===== config.mk =====
export PLATFORM = sky130hd
export DESIGN_NAME = limit_irq_ctrl
export DESIGN_NICKNAME = d
export VERILOG_FILES = /design/src/rtl/lic_pkg.sv /design/src/rtl/lic_limit_cmp.sv /design/src/rtl/lic_status_bank.sv /design/src/rtl/lic_ext_irq.sv /design/src/rtl/lic_irq_fsm.sv /design/src/rtl/limit_irq_ctrl.sv
export SDC_FILE = /design/constraint.sdc
export NUM_CORES = 1
export LEC_CHECK = 0
export ABC_CLOCK_PERIOD_IN_PS = 5600
export BUFFER_PORTS_ARGS = -buffer_cell sky130_fd_sc_hd__buf_2
export CORE_MARGIN = 5
export CORE_UTILIZATION = 35
export DETAILED_ROUTE_END_ITERATION = 6
export PLACE_DENSITY_LB_ADDON = 0.15
export SETUP_SLACK_MARGIN = 0.15
export SLEW_MARGIN = 20
export SYNTH_ARGS = -nofsm -noshare
export SYNTH_HDL_FRONTEND = slang
export SYNTH_SLANG_ARGS = --single-unit

===== constraint.sdc =====
create_clock -name clk -period 5.6 [get_ports clk]
set_input_delay 0.56 -clock clk [delete_from_list [all_inputs] [get_ports clk]]
set_output_delay 0.56 -clock clk [all_outputs]
set_load 0.02 [all_outputs]

===== src/rtl/lic_pkg.sv =====
package lic_pkg;
    localparam int EXT_N = 5;
    localparam logic [EXT_N-1:0] EXT_ACT_HIGH = 5'b11000;
    localparam int CFG_EN_BIT   = 1;
    localparam int CFG_CLR_BIT  = 3;
    localparam int MODE_EXT_BIT = 7;

    typedef enum logic [1:0] {
        IRQ_OFF   = 2'd0,
        IRQ_QUIET = 2'd1,
        IRQ_ALERT = 2'd2,
        IRQ_HUSH  = 2'd3
    } irq_state_e;
endpackage


===== src/rtl/lic_limit_cmp.sv =====
module lic_limit_cmp #(
    parameter int DATA_W = 8
) (
    input  logic [DATA_W-1:0] value_i,
    input  logic [DATA_W-1:0] hi_i,
    input  logic [DATA_W-1:0] lo_i,
    output logic              out_o
);
    always_comb begin
        out_o = ($signed(value_i) > $signed(hi_i)) || ($signed(value_i) <= $signed(lo_i));
    end
endmodule


===== src/rtl/lic_status_bank.sv =====
module lic_status_bank #(
    parameter int NUM_CH = 8,
    localparam int CH_W = (NUM_CH > 1) ? $clog2(NUM_CH) : 1
) (
    input  logic              clk,
    input  logic              rst_n,
    input  logic              upd_valid,
    input  logic [CH_W-1:0]   upd_ch,
    input  logic              upd_bit,
    input  logic              rd_clear,
    output logic [NUM_CH-1:0] status_o,
    output logic [NUM_CH-1:0] mirror_o
);
    always_ff @(posedge clk or negedge rst_n) begin
        if (!rst_n) begin
            status_o <= '0;
            mirror_o <= '0;
        end else begin
            if (rd_clear) begin
                status_o <= '0;
            end
            if (upd_valid) begin
                status_o[upd_ch] <= upd_bit;
                mirror_o[upd_ch] <= upd_bit;
            end
        end
    end

    // a read with no update leaves the status empty
    a_r5_read_clears: assert property (@(posedge clk) disable iff (!rst_n)
        (rd_clear && !upd_valid) |=> (status_o == '0));

    // an update on the read edge survives the clear
    a_r6_update_wins: assert property (@(posedge clk) disable iff (!rst_n)
        (upd_valid && rd_clear) |=> (status_o[$past(upd_ch)] == $past(upd_bit)));

    // mirror follows each update
    a_r7_mirror_follows: assert property (@(posedge clk) disable iff (!rst_n)
        upd_valid |=> (mirror_o[$past(upd_ch)] == $past(upd_bit)));

    // a read never disturbs the mirror
    a_r7_mirror_kept: assert property (@(posedge clk) disable iff (!rst_n)
        (rd_clear && !upd_valid) |=> (mirror_o == $past(mirror_o)));
endmodule


===== src/rtl/lic_ext_irq.sv =====
module lic_ext_irq
    import lic_pkg::*;
(
    input  logic             mode_i,
    input  logic [EXT_N-1:0] en_i,
    input  logic [EXT_N-1:0] pin_i,
    output logic [EXT_N-1:0] req_o
);
    for (genvar g = 0; g < EXT_N; g++) begin : g_pin
        if (EXT_ACT_HIGH[g]) begin : g_hi
            assign req_o[g] = mode_i & en_i[g] & pin_i[g];
        end else begin : g_lo
            assign req_o[g] = mode_i & en_i[g] & ~pin_i[g];
        end
    end
endmodule


===== src/rtl/lic_irq_fsm.sv =====
module lic_irq_fsm
    import lic_pkg::*;
(
    input  logic clk,
    input  logic rst_n,
    input  logic en_i,
    input  logic clr_i,
    input  logic pending_i,
    output logic int_n_o
);
    irq_state_e state_q, state_d;

    always_comb begin
        state_d = state_q;
        unique case (state_q)
            IRQ_OFF, IRQ_QUIET, IRQ_ALERT, IRQ_HUSH: begin
                if (!en_i)          state_d = IRQ_OFF;
                else if (clr_i)     state_d = IRQ_HUSH;
                else if (pending_i) state_d = IRQ_ALERT;
                else                state_d = IRQ_QUIET;
            end
            default: state_d = IRQ_OFF;
        endcase
    end

    always_ff @(posedge clk or negedge rst_n) begin
        if (!rst_n) state_q <= IRQ_OFF;
        else        state_q <= state_d;
    end

    always_comb begin
        unique case (state_q)
            IRQ_ALERT: int_n_o = 1'b0;
            IRQ_OFF, IRQ_QUIET, IRQ_HUSH: int_n_o = 1'b1;
            default: int_n_o = 1'b1;
        endcase
    end

    // disabled output stays high
    a_r3_off_high: assert property (@(posedge clk) disable iff (!rst_n)
        !en_i |=> int_n_o);

    // enabled, unsilenced and pending drives the pin low
    a_r3_alert_low: assert property (@(posedge clk) disable iff (!rst_n)
        (en_i && !clr_i && pending_i) |=> !int_n_o);

    // the clear bit silences the pin
    a_r4_hush_high: assert property (@(posedge clk) disable iff (!rst_n)
        (en_i && clr_i) |=> int_n_o);
endmodule


===== src/rtl/limit_irq_ctrl.sv =====
module limit_irq_ctrl
    import lic_pkg::*;
#(
    parameter int NUM_CH = 8,
    parameter int DATA_W = 8,
    parameter int ADDR_W = 6,
    localparam int CH_W = (NUM_CH > 1) ? $clog2(NUM_CH) : 1
) (
    input  logic              clk,
    input  logic              rst_n,
    input  logic              meas_valid,
    input  logic [CH_W-1:0]   meas_ch,
    input  logic [DATA_W-1:0] meas_val,
    input  logic              reg_wr,
    input  logic              reg_rd,
    input  logic [ADDR_W-1:0] reg_addr,
    input  logic [DATA_W-1:0] reg_wdata,
    output logic [DATA_W-1:0] reg_rdata,
    input  logic [EXT_N-1:0]  ext_irq_in,
    output logic              int_n
);
    localparam int A_HI     = 0;
    localparam int A_LO     = NUM_CH;
    localparam int A_STATUS = 2 * NUM_CH;
    localparam int A_MASK   = A_STATUS + 1;
    localparam int A_MIRROR = A_STATUS + 2;
    localparam int A_CFG    = A_STATUS + 3;
    localparam int A_MODE   = A_STATUS + 4;
    localparam int A_CFG2   = A_STATUS + 5;
    localparam logic [DATA_W-1:0] HI_RST = {1'b0, {(DATA_W-1){1'b1}}};
    localparam logic [DATA_W-1:0] LO_RST = {1'b1, {(DATA_W-1){1'b0}}};

    logic [DATA_W-1:0] lim_hi [NUM_CH];
    logic [DATA_W-1:0] lim_lo [NUM_CH];
    logic [DATA_W-1:0] mask_q, cfg_q, mode_q, cfg2_q, rd_mux;
    logic [NUM_CH-1:0] cmp_out, status, mirror;
    logic [EXT_N-1:0]  ext_req, ext_en;
    logic upd_valid, rd_clear, pending;

    for (genvar g = 0; g < NUM_CH; g++) begin : g_cmp
        lic_limit_cmp #(.DATA_W(DATA_W)) u_cmp (
            .value_i(meas_val), .hi_i(lim_hi[g]), .lo_i(lim_lo[g]), .out_o(cmp_out[g])
        );
    end

    assign upd_valid = meas_valid && ({1'b0, meas_ch} < (CH_W+1)'(NUM_CH));
    assign rd_clear  = reg_rd && (reg_addr == ADDR_W'(A_STATUS));

    lic_status_bank #(.NUM_CH(NUM_CH)) u_bank (
        .clk(clk), .rst_n(rst_n), .upd_valid(upd_valid), .upd_ch(meas_ch),
        .upd_bit(cmp_out[meas_ch]), .rd_clear(rd_clear),
        .status_o(status), .mirror_o(mirror)
    );

    assign ext_en = {cfg2_q[7:6], mode_q[6:4]};

    lic_ext_irq u_ext (
        .mode_i(mode_q[MODE_EXT_BIT]), .en_i(ext_en), .pin_i(ext_irq_in), .req_o(ext_req)
    );

    assign pending = (|(status & ~mask_q[NUM_CH-1:0])) | (|ext_req);

    lic_irq_fsm u_fsm (
        .clk(clk), .rst_n(rst_n), .en_i(cfg_q[CFG_EN_BIT]), .clr_i(cfg_q[CFG_CLR_BIT]),
        .pending_i(pending), .int_n_o(int_n)
    );

    always_ff @(posedge clk or negedge rst_n) begin
        if (!rst_n) begin
            for (int i = 0; i < NUM_CH; i++) begin
                lim_hi[i] <= HI_RST;
                lim_lo[i] <= LO_RST;
            end
            mask_q <= '0;
            cfg_q  <= '0;
            mode_q <= '0;
            cfg2_q <= '0;
        end else if (reg_wr) begin
            for (int i = 0; i < NUM_CH; i++) begin
                if (reg_addr == ADDR_W'(A_HI + i)) lim_hi[i] <= reg_wdata;
                if (reg_addr == ADDR_W'(A_LO + i)) lim_lo[i] <= reg_wdata;
            end
            if (reg_addr == ADDR_W'(A_MASK)) mask_q <= reg_wdata;
            if (reg_addr == ADDR_W'(A_CFG))  cfg_q  <= reg_wdata;
            if (reg_addr == ADDR_W'(A_MODE)) mode_q <= reg_wdata;
            if (reg_addr == ADDR_W'(A_CFG2)) cfg2_q <= reg_wdata;
        end
    end

    always_comb begin
        rd_mux = '0;
        for (int i = 0; i < NUM_CH; i++) begin
            if (reg_addr == ADDR_W'(A_HI + i)) rd_mux = lim_hi[i];
            if (reg_addr == ADDR_W'(A_LO + i)) rd_mux = lim_lo[i];
        end
        if (reg_addr == ADDR_W'(A_STATUS)) rd_mux = DATA_W'(status);
        if (reg_addr == ADDR_W'(A_MASK))   rd_mux = mask_q;
        if (reg_addr == ADDR_W'(A_MIRROR)) rd_mux = DATA_W'(mirror);
        if (reg_addr == ADDR_W'(A_CFG))    rd_mux = cfg_q;
        if (reg_addr == ADDR_W'(A_MODE))   rd_mux = mode_q;
        if (reg_addr == ADDR_W'(A_CFG2))   rd_mux = cfg2_q;
    end

    always_ff @(posedge clk or negedge rst_n) begin
        if (!rst_n)      reg_rdata <= '0;
        else if (reg_rd) reg_rdata <= rd_mux;
    end

    // output is high in the first cycle after reset
    a_r9_reset_quiet: assert property (@(posedge clk) disable iff (!rst_n)
        $rose(rst_n) |-> int_n);
endmodule


==> flow_summary.ini <==
[timing]
report.final.slew_viol_count = 0
setup_viol = 0
period_minus_slack_ns = 3.56
max-slew-margin-rel_pct = 28.8
hold_viol_final = 0
tns_ns = 0
fmax_mhz = 281
hold_ws_ns = 0.145
fin_crit_sh_pct = 63.6
rsz0062_at_grt = false
fin_skew_ns = 0.0168
worst_slew_pin_slew_ns = 1.07

[final_layout]
layout_common_cells = 150 x mux2_2, 131 x inv_1, 128 x ha_1
fin_area_sq_um = 13500
n_antenna_cell = 0
fin_nets = 1438
final_cell_count_no_fill = 1743
seqCellArea_sq_um = 4730
final_common_cell = mux2_2
fillers = 3510
drive_above_1_share_pct = 23.4
area_growth_pct = 9.87
multiInputGateArea_sq_um = 6830

[routing]
vias_per_cell = 5.77
drcViolationCount = 0
dr.first_iter.drc_count = 778
wire_per_inst_microns = 25.4
ant_nets = 0
vias = 10100
drt-pass1-iter-count = 5
routed_wl_microns = 44300

[yosys]
synth_seq_cells = 186
yosysTopAreaCell = dfrtp_1
ys.flop_type = dfrtp_1
syn_nets = 1422
seq_area_frac_synth_pct = 38.6
synth_area_sq_um = 12300
async_flop_share_pct = 100
syn_avg_cell_area_sq_um = 9.75
synth_cell_types = 71
netlist.area_leader.share_pct = 24.9
yosys_warnings = 0
synth_edf_count = 0
synth_cells = 1259
synth_area_leaders = dfrtp_1 25%, mux2_2 14%, dfstp_2 14%

[global_route]
grt_pass1_wl_microns = 66700
grt_use_total_pct = 22.9
grt_max_degree = 111
antenna_found_initial = 2
grt_util_met3_pct = 3.26
top_usage_layer = met2
gr-usage-met1_pct = 33.1
grt.overflow.total = 0
grt_pass1_vias = 10000
gr-usage-met2_pct = 36.5

[floorplan]
die_y_microns = 197
chipWidth_microns = 197
coreArea_sq_um = 34500
num_rows = 68
dieArea_sq_um = 38900
start_util_pct = 35.5
io_pins = 44

[clock_network]
clock_sinks = 186
ctsHoldBuffers = 0
cts_buffer_depth = 2
cts-resized-gates = 0
cts_tree = done
clk_pin_slew_ns = 0.07
post-cts-setup-buffers = 0
cts_buffers = 17
ctsRootBufferMaster = clkbuf_16
cts_max_level = 4
clk_latency_ns = 0.45

[critical_path]
path_class = input port to flip-flop
crit_required_ns = 5.90
r2r_slack_ns = 2.31
cp.arrival_ns = 3.86
cp_max_fo = 16
cp-start-kind = input port
critPathCaptureType = flip-flop

[pwr]
power_density_nw_per_um2 = 296
p_leak_uw = 0.00583
vdd_ir_drop_max_v = 0.000206

[place]
dp_cells = 1711
dp_hpwl_microns = 30700
place_area_sq_um = 12900
place_congestion = 0.901
portBuffers = 43

[job]
maxCapViolCount = 0

[min_path]
hold_path.class = input port to async pin

[status]
status = complete, no violations
[area by class of cell]
cell class                 instances  area share (%)
clock buffer                      20            3.31
clock inverter                    12            1.00
inverter                         132            3.68
multi-input combinational        891            50.7
sequential                       186            35.1
tap                              455            4.22
timing repair buffer              47            1.98
[Yosys cell counts (all sizes together), types with 14 or more instances]
master and instances:
o21ai 100, nand2 87, ha 128, nor3 23, a22oi 14, nor2 81, nand4 18, nand3 24
a211oi 17, a31oi 14, mux2 151, dfrtp 122, dfstp 64, o22ai 21, inv 131, a21oi 60
clkbuf 38
[kinds of logic (layout without fill, tap and decap cells)]
group / after synthesis / in the layout / synth area share [%]
buffers and inverters: 182 / 211 / 5.72
muxes: 165 / 165 / 15.2
DFF: 186 / 186 / 38.6
AOI/OAI and AO/OA: 310 / 310 / 16.2
adders and majority gates: 128 / 128 / 13.1
and+or+nand+nor: 288 / 288 / 11.3
[sequential cells by signal, summed over array words and instances, names as in the netlist]
name / count
mask_q: 8
u_bank.mirror_o: 8
lim_hi: 64
mode_q: 8
cfg_q: 8
u_fsm.state_q: 2
cfg2_q: 8
lim_lo: 64
reg_rdata: 8
u_bank.status_o: 8
[routing by layer]
layer  up-vias  wire length (microns)
li1       4641                      -
met1      5096                  21100
met2       266                  20300
met3        57                   2010
met4         4                    820
met5         -                     32
[final timing paths]
check                                               start                        endpoint  depth (start not counted)
setup / recovery                              meas_val[0]  u_bank.mirror_o[7]$_DFFE_PN0P_                         11
hold / removal                                      rst_n          lim_lo[48]$_DFFE_PN0P_                          1
setup reg to reg                   lim_hi[42]$_DFFE_PN1P_  u_bank.mirror_o[7]$_DFFE_PN0P_                         10
hold reg to reg            u_bank.mirror_o[7]$_DFFE_PN0P_  u_bank.mirror_o[7]$_DFFE_PN0P_                          2
max in group asynchronous                           rst_n          lim_lo[11]$_DFFE_PN0P_                          2
min in group clk           u_bank.mirror_o[7]$_DFFE_PN0P_  u_bank.mirror_o[7]$_DFFE_PN0P_                          2
[power breakdown]
| group | internal [uW] | leakage [uW] | switching (uW) |
|---|---|---|---|
| clock network | 678 | 0.000288 | 588 |
| registers | 1590 | 0.00225 | 180 |
| logic | 401 | 0.00329 | 557 |
| total | 2670 | 0.00583 | 1320 |
[worst max-delay path: stages]
cell      delay (ns)
buf_2           0.10
inv_1           0.76
ha_1            0.30
nand2b_1        0.10
a21oi_1         0.05
o21ai_0         0.16
a21oi_1         0.09
o311ai_0        0.59
a31oi_1         0.27
a211oi_4        0.66
o21ai_0         0.19
[per-stage QoR]
| stage | total power [uW] | setup slack (ns) | utilization, % |
|---|---|---|---|
| floorplan | 2370 | 2.82 | - |
| global placement | 2730 | 1.67 | 37.3 |
| detailed placement | 2750 | 1.67 | 37.3 |
| CTS | 4010 | 2.14 | 39.0 |
| global route | 4210 | 1.76 | 39.0 |
| finish | 3990 | 2.04 | 39.0 |
Power figures use the tool's default switching activity.
